**src/rtl/fbt_pkg.sv**
```systemverilog
package fbt_pkg;
  typedef enum logic [1:0] {
    PH_IDLE = 2'd0,
    PH_ON   = 2'd1,
    PH_OFF  = 2'd2,
    PH_HOLD = 2'd3
  } phase_e;
endpackage

```
**src/rtl/fbt_rst_sync.sv**
```systemverilog
module fbt_rst_sync (
  input  logic clk,
  input  logic rst_n_in,
  output logic rst_n_out
);
  logic [1:0] sync_q;

  always_ff @(posedge clk or negedge rst_n_in) begin
    if (!rst_n_in) sync_q <= 2'b00;
    else           sync_q <= {sync_q[0], 1'b1};
  end

  assign rst_n_out = sync_q[1];
endmodule

```
**src/rtl/fbt_phase_counter.sv**
```systemverilog
module fbt_phase_counter #(
  parameter int W = 11
) (
  input  logic         clk,
  input  logic         rst_n,
  input  logic         clr,
  input  logic         en,
  output logic [W-1:0] cnt
);
  localparam logic [W-1:0] TOP = {W{1'b1}};

  logic [W-1:0] cnt_q, cnt_d;
  logic         cnt_ce;

  always_comb begin
    cnt_ce = clr | en;
    if (clr)               cnt_d = '0;
    else if (cnt_q != TOP) cnt_d = cnt_q + 1'b1;
    else                   cnt_d = cnt_q;
  end

  always_ff @(posedge clk or negedge rst_n) begin
    if (!rst_n)      cnt_q <= '0;
    else if (cnt_ce) cnt_q <= cnt_d;
  end

  assign cnt = cnt_q;
endmodule

```
**src/rtl/fbt_min_window.sv**
```systemverilog
module fbt_min_window #(
  parameter int W          = 11,
  parameter int MINW_SHORT = 20,
  parameter int MINW_LONG  = 40
) (
  input  logic [W-1:0] cnt,
  input  logic         short_sel,
  output logic         open_o
);
  localparam logic [W-1:0] TH_SHORT = W'(MINW_SHORT - 1);
  localparam logic [W-1:0] TH_LONG  = W'(MINW_LONG - 1);

  generate
    if (MINW_SHORT == MINW_LONG) begin : g_single
      logic unused_sel;
      assign unused_sel = short_sel;
      assign open_o     = (cnt >= TH_SHORT);
    end else begin : g_dual
      logic [W-1:0] th;
      assign th     = short_sel ? TH_SHORT : TH_LONG;
      assign open_o = (cnt >= th);
    end
  endgenerate
endmodule

```
**src/rtl/fbt_mode_tracker.sv**
```systemverilog
module fbt_mode_tracker #(
  parameter int FAST_RUN = 4
) (
  input  logic clk,
  input  logic rst_n,
  input  logic clear,
  input  logic mark,
  input  logic close,
  output logic fast
);
  localparam int SW = $clog2(FAST_RUN + 1);
  localparam logic [SW-1:0] RUN_MAX  = SW'(FAST_RUN);
  localparam logic [SW-1:0] RUN_LAST = SW'(FAST_RUN - 1);

  logic          seen_q, seen_d;
  logic [SW-1:0] run_q, run_d;
  logic          fast_q, fast_d;
  logic          hit;

  always_comb begin
    hit    = seen_q | mark;
    seen_d = seen_q;
    run_d  = run_q;
    fast_d = fast_q;
    if (clear) begin
      seen_d = 1'b0;
      run_d  = '0;
      fast_d = 1'b0;
    end else if (close) begin
      seen_d = 1'b0;
      if (hit) begin
        if (run_q != RUN_MAX) run_d = run_q + 1'b1;
        if (run_q >= RUN_LAST) fast_d = 1'b1;
      end else begin
        run_d = '0;
      end
    end else if (mark) begin
      seen_d = 1'b1;
    end
  end

  always_ff @(posedge clk or negedge rst_n) begin
    if (!rst_n) begin
      seen_q <= 1'b0;
      run_q  <= '0;
      fast_q <= 1'b0;
    end else begin
      seen_q <= seen_d;
      run_q  <= run_d;
      fast_q <= fast_d;
    end
  end

  assign fast = fast_q;
endmodule

```
**src/rtl/flyback_pulse_timer.sv**
```systemverilog
module flyback_pulse_timer
  import fbt_pkg::*;
#(
  parameter int ON_MAX     = 1800,
  parameter int OFF_MAX    = 1800,
  parameter int MINW_SHORT = 20,
  parameter int MINW_LONG  = 40,
  parameter int FAST_RUN   = 4
) (
  input  logic clk,
  input  logic rst_n,
  input  logic charge_en,
  input  logic ilim_flag,
  input  logic cond_end_flag,
  input  logic target_flag,
  input  logic short_window,
  output logic gate_on,
  output logic target_reached,
  output logic fast_mode
);
  localparam int CNT_MAX = (ON_MAX > OFF_MAX) ? ON_MAX : OFF_MAX;
  localparam int CW      = $clog2(CNT_MAX + 1);
  localparam logic [CW-1:0] ON_LAST  = CW'(ON_MAX - 1);
  localparam logic [CW-1:0] OFF_LAST = CW'(OFF_MAX - 1);

  logic          rst_n_s;
  phase_e        state_q, state_d;
  logic          done_q, done_d;
  logic [CW-1:0] cnt;
  logic          cnt_clr, cnt_en;
  logic          win_open;
  logic          mark, close;
  logic          fast;

  fbt_rst_sync u_rst (
    .clk       (clk),
    .rst_n_in  (rst_n),
    .rst_n_out (rst_n_s)
  );

  fbt_phase_counter #(.W(CW)) u_cnt (
    .clk   (clk),
    .rst_n (rst_n_s),
    .clr   (cnt_clr),
    .en    (cnt_en),
    .cnt   (cnt)
  );

  fbt_min_window #(
    .W          (CW),
    .MINW_SHORT (MINW_SHORT),
    .MINW_LONG  (MINW_LONG)
  ) u_win (
    .cnt       (cnt),
    .short_sel (short_window),
    .open_o    (win_open)
  );

  fbt_mode_tracker #(.FAST_RUN(FAST_RUN)) u_mode (
    .clk   (clk),
    .rst_n (rst_n_s),
    .clear (~charge_en),
    .mark  (mark),
    .close (close),
    .fast  (fast)
  );

  always_comb begin
    state_d = state_q;
    done_d  = 1'b0;
    cnt_clr = 1'b0;
    cnt_en  = 1'b0;
    mark    = 1'b0;
    close   = 1'b0;
    if (!charge_en) begin
      state_d = PH_IDLE;
      cnt_clr = 1'b1;
    end else begin
      case (state_q)
        PH_IDLE: begin
          state_d = PH_ON;
          cnt_clr = 1'b1;
        end
        PH_ON: begin
          if (ilim_flag || cnt == ON_LAST) begin
            state_d = PH_OFF;
            cnt_clr = 1'b1;
          end else begin
            cnt_en = 1'b1;
          end
        end
        PH_OFF: begin
          if (win_open && target_flag) begin
            state_d = PH_HOLD;
            done_d  = 1'b1;
            cnt_clr = 1'b1;
          end else begin
            mark = win_open & cond_end_flag;
            if (cnt == OFF_LAST || (fast && mark)) begin
              state_d = PH_ON;
              cnt_clr = 1'b1;
              close   = 1'b1;
            end else begin
              cnt_en = 1'b1;
            end
          end
        end
        default: begin
          state_d = PH_HOLD;
        end
      endcase
    end
  end

  always_ff @(posedge clk or negedge rst_n_s) begin
    if (!rst_n_s) begin
      state_q <= PH_IDLE;
      done_q  <= 1'b0;
    end else begin
      state_q <= state_d;
      done_q  <= done_d;
    end
  end

  assign gate_on        = (state_q == PH_ON);
  assign target_reached = done_q;
  assign fast_mode      = fast;
endmodule

```
**config.mk**
```make
export PLATFORM = sky130hd
export DESIGN_NAME = flyback_pulse_timer
export DESIGN_NICKNAME = d
export VERILOG_FILES = /design/src/rtl/fbt_pkg.sv /design/src/rtl/fbt_rst_sync.sv /design/src/rtl/fbt_phase_counter.sv /design/src/rtl/fbt_min_window.sv /design/src/rtl/fbt_mode_tracker.sv /design/src/rtl/flyback_pulse_timer.sv
export SDC_FILE = /design/constraint.sdc
export NUM_CORES = 1
export LEC_CHECK = 0
export ABC_AREA = 1
export CAP_MARGIN = 15
export CORE_UTILIZATION = 60
export DETAILED_ROUTE_END_ITERATION = 12
export HOLD_SLACK_MARGIN = 0.1
export PLACE_DENSITY_LB_ADDON = 0.15
export SYNTH_ARGS = -nofsm -noshare
export SYNTH_HDL_FRONTEND = slang
export SYNTH_SLANG_ARGS = --single-unit
```
**constraint.sdc**
```tcl
create_clock -name clk -period 2.1 [get_ports clk]
set_input_delay 0.42 -clock clk [delete_from_list [all_inputs] [get_ports clk]]
set_output_delay 0.42 -clock clk [all_outputs]
set_load 0.02 [all_outputs]
```
* Word-level counts from Yosys, hierarchy flattened
Index checks and enable logic that the tools add are counted.
** Storage, ports and cells
- Register bits after elaboration :: 21
- Bits in latches :: 0
- Word-level logic and storage cells :: 74
- Memories kept :: 0
- Bits of input ports :: 7
- Output and inout port bits :: 3
- Bits in writable memories :: 0
- Bits in read-only memories :: 0
** Cells by class
- Shift-type cells :: 0
- $lt $le $gt $ge :: 2
- Equality and inequality tests :: 12
- Multipliers :: 0
- Mux-type cells :: 38
- Bitwise operators :: 3
- Reduce and logical (&&, ||, !) cells :: 10
- Div/mod/pow operators :: 0
- $add $sub $neg :: 2
** Operator list (number)
- 2-to-1 mux 1 bit :: 24
- 2-to-1 mux 11 bit :: 2
- 2-to-1 mux 3 bit :: 4
- adder 11 x 1 -> 11 bit (second input constant) :: 1
- equality test 11 bit (second input constant) :: 1
- greater-or-equal comparator 11 bit :: 1
- inequality test 11 bit (second input constant) :: 1
- 2-to-1 mux 2 bit :: 4
- 2-to-1 mux 6 bit :: 1
- inequality test 2 x 1 -> 1 bit (second input constant) :: 3
- inequality test 3 bit (second input constant) :: 2
- one-hot mux 2 bit (3 select lines) :: 1
- AND reduction 2 bit :: 3
- inequality test 4 bit (second input constant) :: 1
- adder 3 x 1 -> 3 bit (second input constant) :: 1
- greater-or-equal comparator 3 x 2 -> 1 bit (second input constant) :: 1
- inequality test 3 x 1 -> 1 bit (second input constant) :: 1
- inequality test 3 x 2 -> 1 bit (second input constant) :: 1
- one-hot mux 1 bit (3 select lines) :: 1
- AND reduction 3 bit :: 1
- equality test 2 x 1 -> 1 bit (second input constant) :: 1
- equality test 2 bit (second input constant) :: 1
- logical AND 1 bit :: 2
- zero test 2 bit :: 1
- other kinds (5) :: 7

* Logic depth before layout (Yosys ltp)
- Depth in word-level cells :: 11
- Gate-level depth with buffers :: 15
- Depth with buffers taken out :: 15

* By module
From an unflattened synthesis, not the netlist that was laid out.
** Unflattened totals
- Cells, all modules :: 223
- Area total of the unflattened synthesis :: 1546.5 um2
** By module, submodules not included
- fbt_phase_counter :: instances 1, cells each 100, area each 700.7 um2, seq. area each 275.3 um2
- flyback_pulse_timer :: instances 1, cells each 58, area each 359.1 um2, seq. area each 75.1 um2
- fbt_mode_tracker :: instances 1, cells each 35, area each 295.3 um2, seq. area each 125.1 um2
- fbt_min_window :: instances 1, cells each 27, area each 137.6 um2, seq. area each 0.0 um2
- fbt_rst_sync :: instances 1, cells each 3, area each 53.8 um2, seq. area each 50.0 um2

* Worst setup path before layout
OpenSTA, ideal clock, no wires.
- Path kind :: in2reg
- Start :: in short_window
- End :: reg u_cnt.cnt_q[0] (netlist: u_cnt.cnt[0])
- Cell stages on the path :: 12
- Arrival time :: 1.725 ns
- Path buffers :: 0
- Setup slack :: 0.256 ns
- Path through :: inv_1 -> ha_1 -> nand2_1 -> a21oi_1 -> nor2_1 -> nand3_2 -> nand2_2 -> nand2_2 -> o21ai_4 -> nand2_1 -> o21ai_1 -> nor2_1
** Between the ends
- Word-level cells in the longest chain between the ends :: 11
- Elaborated cells on any way between the ends :: 18
- Classes of those cells :: order compare: 1; mux: 10; bitwise: 2; reduce/logical: 5
** RTL lines
- start, declared :: line flyback_pulse_timer.sv:16 : input logic short_window,
- 2-to-1 mux 6 bit * :: line fbt_min_window.sv:20 : assign th = short_sel ? TH_SHORT : TH_LONG;
- greater-or-equal comparator 11 bit * :: line fbt_min_window.sv:21 : assign open_o = (cnt >= th);
- AND 1 bit :: line flyback_pulse_timer.sv:98 : mark = win_open & cond_end_flag;
- logical AND 1 bit :: line flyback_pulse_timer.sv:99 : if (cnt == OFF_LAST || (fast && mark)) begin
- logical OR 1 bit :: line flyback_pulse_timer.sv:99
- 2-to-1 mux 1 bit :: line flyback_pulse_timer.sv:99
- 2-to-1 mux 1 bit :: line flyback_pulse_timer.sv:93 : if (win_open && target_flag) begin
- one-hot mux 1 bit (3 select lines) / one-hot mux 1 bit (2 select lines) (equally long branches) :: line flyback_pulse_timer.sv:79 : case (state_q)
- 2-to-1 mux 1 bit :: line flyback_pulse_timer.sv:75 : if (!charge_en) begin
- nonzero test 2 bit (no line) / OR 1 bit (equally long branches)
- AND reduction 2 bit (no line)
- end signal, assigned :: line fbt_phase_counter.sv:24 : else if (cnt_ce) cnt_q <= cnt_d;
- end, declared :: line fbt_phase_counter.sv:12 : logic [W-1:0] cnt_q, cnt_d;
Mark *: on every way between the ends. The rest lies on a longest branch, timed or not.
A chain may end at the register's enable or synchronous reset.

* Final worst setup path
- Start :: reg u_cnt.cnt_q[5] (netlist: u_cnt.cnt[5])
- End :: reg u_cnt.cnt_q[9] (netlist: u_cnt.cnt[9])
** Between the ends
- Word-level cells in the longest chain between the ends :: 10
- Elaborated cells on any way between the ends :: 24
- Classes of those cells :: add/sub: 1; order compare: 1; eq/ne: 2; mux: 12; bitwise: 2; reduce/logical: 6
** RTL lines (line)
- greater-or-equal comparator 11 bit :: fbt_min_window.sv:21
- AND 1 bit :: flyback_pulse_timer.sv:98
- logical AND 1 bit :: flyback_pulse_timer.sv:99
- logical OR 1 bit :: flyback_pulse_timer.sv:99
- 2-to-1 mux 1 bit :: flyback_pulse_timer.sv:99
- 2-to-1 mux 1 bit :: flyback_pulse_timer.sv:93
- one-hot mux 1 bit (3 select lines) / one-hot mux 1 bit (2 select lines) (equally long branches) :: flyback_pulse_timer.sv:79
- 2-to-1 mux 1 bit :: flyback_pulse_timer.sv:75
- nonzero test 2 bit (no line) / OR 1 bit (equally long branches)
- AND reduction 2 bit (no line)
Several ways; a longest one is shown, not always the timed one. The select of a mux whose other input is x is not followed.

==> impl_metrics.yaml <==
placed_design:
  port_buffers: 9
  place_worst_setup_slack_ps: -498.5
  gp_congestion: 0.8661
  dp.cells: 253
  dpl-instance-area_sq_mm: 0.001693
  dpl.hpwl_mm: 2.622
hold_path:
  hp-class: "primary input to asynchronous set/reset pin"
logic_synthesis:
  syn_avg_cell_area_sq_um: 7.281
  synth_top_area_cell: "dfrtp_1"
  syn_area_sq_mm: 0.001529
  yosys_warnings: 0
  yosys-top-cells-area: "dfrtp_1 (34%), nand2_1 (10%), ha_1 (9.0%)"
  synth_cell_types: 24
  synth_fp_nets: 228
  synth.top_cell.area_share_pct: 34.37
  syn_inst: 210
  ys_seq_area_share_pct: 34.37
  yosys_register_bits: 21
power_and_ir_drop:
  p_per_area_mw_per_mm2: 673.3
  irDropWorstVdd_mv: 0.5762
  cellLeakagePower_nw: 0.8488
  p_total_mw: 1.222
routing:
  drc_errors: 0
  avgViaCountPerCell: 5.581
  drtPass1Iterations: 4
  drt_wl_total_mm: 3.618
  antenna_left: 0
  drt-wirelength-per-cell_microns: 13.92
  drt_iter0_drc: 44
  num_vias: 1451
floorplanning:
  dieWidth_microns: 52.48
  boundaryPins: 10
  die_area_sq_mm: 0.002754
  die_h_microns: 52.48
  core_area_sq_mm: 0.002297
  rows: 17
  start_util_pct: 66.56
finish:
  syn2layout_area_growth_pct: 18.74
  multi_input_area_sq_um: 932.1
  fillers: 156
  drive_above_1_share_pct: 20.69
  fin_nets: 251
  fin_cells: 260
  finish.instance_area_sq_mm: 0.001815
  seq_area_sq_um: 526.8
  diodes: 0
timing:
  finalHoldViolCount: 0
  slew_headroom_pct: 48.27
  post-route-worst-setup-slack_ps: 92.29
  slew_violations: 0
  fin_crit_sh_pct: 95.61
  rsz0062_at_grt: "yes"
  worst_pin_slew_ps: 775.9
  fmax_mhz: 498.1
  final-setup-viol-count: 0
  tns_ps: 0
  skew_ps: 5.341
  post-route-min-period_ps: 2008
clocking:
  clockBufferDepth: 2
  cts_buffers: 3
  clk_pin_slew_ps: 140
  clock_latency_ps: 320
  cts_tree: "yes"
  clock-root-buffer: "clkbuf_4"
  cts_max_level: 1
  hold_buffers: 0
  cts.sinks: 21
setup_path:
  crit_path_end_kind: "register"
  worstPathArrival_ps: 2230
  crit_required_ps: 2330
  worstSetupPathType: "register to register"
  startpoint_type: "register"
  cp_max_fo: 5
global_route:
  grtUsageTotal_pct: 30.32
  antenna_found_initial: 0
  grt_start_max_net_pins: 20
  overflow: 0
  grt_pass1_wl_mm: 6.065
  grt_pass1_vias: 1353
status:
  outcome: "completed"
job:
  maxCapViolCount: 0
## timing repair
| action | CTS | global route |
|---|---|---|
| setup buffers | 2 | 1 |
| resized for setup | 10 | 17 |
| pin swaps | 5 | 4 |
| setup endpoints to repair | 17 | 16 |
## final timing paths
| path | start | end | slack (ps) | cells after the start |
|---|---|---|---|---|
| max | u_cnt.cnt[5]$_DFFE_PN0P_ | u_cnt.cnt[9]$_DFFE_PN0P_ | 90 | 14 |
| min | rst_n | u_rst.sync_q[0]$_DFF_PN0_ | 230 | 1 |
| max reg2reg | u_cnt.cnt[5]$_DFFE_PN0P_ | u_cnt.cnt[9]$_DFFE_PN0P_ | 90 | 14 |
| min reg2reg | u_rst.sync_q[1]$_DFF_PN0_ | u_cnt.cnt[4]$_DFFE_PN0P_ | 320 | 0 |
| max in group asynchronous | u_rst.sync_q[1]$_DFF_PN0_ | u_cnt.cnt[1]$_DFFE_PN0P_ | 1250 | 0 |
| min in group clk | u_rst.sync_q[0]$_DFF_PN0_ | u_rst.sync_q[1]$_DFF_PN0_ | 390 | 0 |
## Yosys cell counts
| cell type | n |
|---|---|
| nor3_2 | 1 |
| dfrtp_1 | 21 |
| conb_1 | 1 |
| o21ai_0 | 7 |
| nand3b_1 | 1 |
| ha_1 | 11 |
| nor2_1 | 27 |
| inv_2 | 3 |
| xor2_1 | 3 |
| o21ai_4 | 1 |
| o21ai_1 | 3 |
| clkbuf_8 | 1 |
| nand3_1 | 19 |
| nor2_2 | 1 |
| nor3_1 | 6 |
| o21bai_2 | 1 |
| inv_1 | 32 |
| nand4_1 | 6 |
| nand2_2 | 6 |
| nand2_1 | 42 |
| xnor2_1 | 1 |
| a21oi_1 | 7 |
| nand3_2 | 8 |
| and2_1 | 1 |
## cells by family after synthesis
group	count (synthesis)	share of synthesized area (%)
XOR/XNOR	4	2.292
AO/OA/AOI/OAI	19	7.364
other	1	0.2453
buffers and inverters	36	9.493
adder cells (fa/ha/maj)	11	9.002
flip-flops	21	34.37
AND/OR/NAND/NOR	118	37.24
## where the power goes
part           internal [mW]  switching [mW]  total [mW]
sequential             0.426          0.0249       0.451
combinational          0.194           0.361       0.554
clock                 0.0715           0.146       0.217
total                  0.691           0.531        1.22
## worst max-delay path: stages (launching register included)
cell and delay, ps:
dfrtp_1 450, ha_4 280, nand2_1 60, nor2_1 120, nand3_2 110, nand3_4 120, nand3_2 100, nand2_2 100
nand2_1 70, nand2_2 80, nand2_4 80, nand3_4 120, nand2_2 80, nand2_1 60, nand2_1 50
## metrics by stage
step	hold WS, ps	utilization [%]
detailed placement	347.6	73.69
global route	237.1	79.03
finish	233.0	79.03
global placement	341.1	73.69
CTS	242.0	76.85
floorplan	124.4	-
## routing by layer
metal	up-vias	wire [microns]	track usage, %
met5	-	0	0
met4	0	46	10.09
met3	7	158	4.928
met2	38	1802	50.42
met1	691	1610	39.64
li1	715	-	-
## sequential cells by signal, summed over array words and instances (netlist names)
signal and count:
state_q 2, target_reached 1, u_cnt.cnt 11, u_mode.fast 1
u_mode.run_q 3, u_mode.seen_q 1, u_rst.sync_q 2
## cells in the final DEF, fill, tap and decap left out
| cell type | n |
|---|---|
| o21ai_1 | 5 |
| nand4_1 | 6 |
| nand2_2 | 6 |
| xor2_1 | 3 |
| nand3_2 | 5 |
| a21oi_1 | 5 |
| clkdlybuf4s50_1 | 7 |
| o21bai_2 | 1 |
| clkinv_2 | 1 |
| inv_1 | 31 |
| nand3b_1 | 1 |
| ha_4 | 1 |
| buf_6 | 1 |
| clkbuf_2 | 1 |
| o21ai_0 | 4 |
| nor2_2 | 4 |
| o21ai_2 | 1 |
| nand3_1 | 19 |
| o21ai_4 | 1 |
| dfrtp_2 | 1 |
| inv_2 | 4 |
| a21oi_2 | 2 |
| nor3_2 | 2 |
| and2_1 | 1 |
| nor3_1 | 5 |
| nand2_4 | 2 |
| nand3_4 | 3 |
| clkbuf_4 | 3 |
| dfrtp_1 | 20 |
| nor2_1 | 24 |
| conb_1 | 1 |
| ha_1 | 10 |
| dlygate4sd2_1 | 1 |
| xnor2_1 | 1 |
| nand2_1 | 40 |
| buf_4 | 9 |
## area by class of cell
| cell class | count | area share (%) |
|---|---|---|
| multi-input cells | 153 | 51.34 |
| flip-flops and latches | 21 | 29.01 |
| repair buffers | 19 | 8.959 |
| inverters | 35 | 7.236 |
| well taps | 28 | 1.930 |
| clock buffers | 3 | 1.241 |
| clock inverters | 1 | 0.2757 |
No activity file was read; power rests on OpenSTA's default activity.
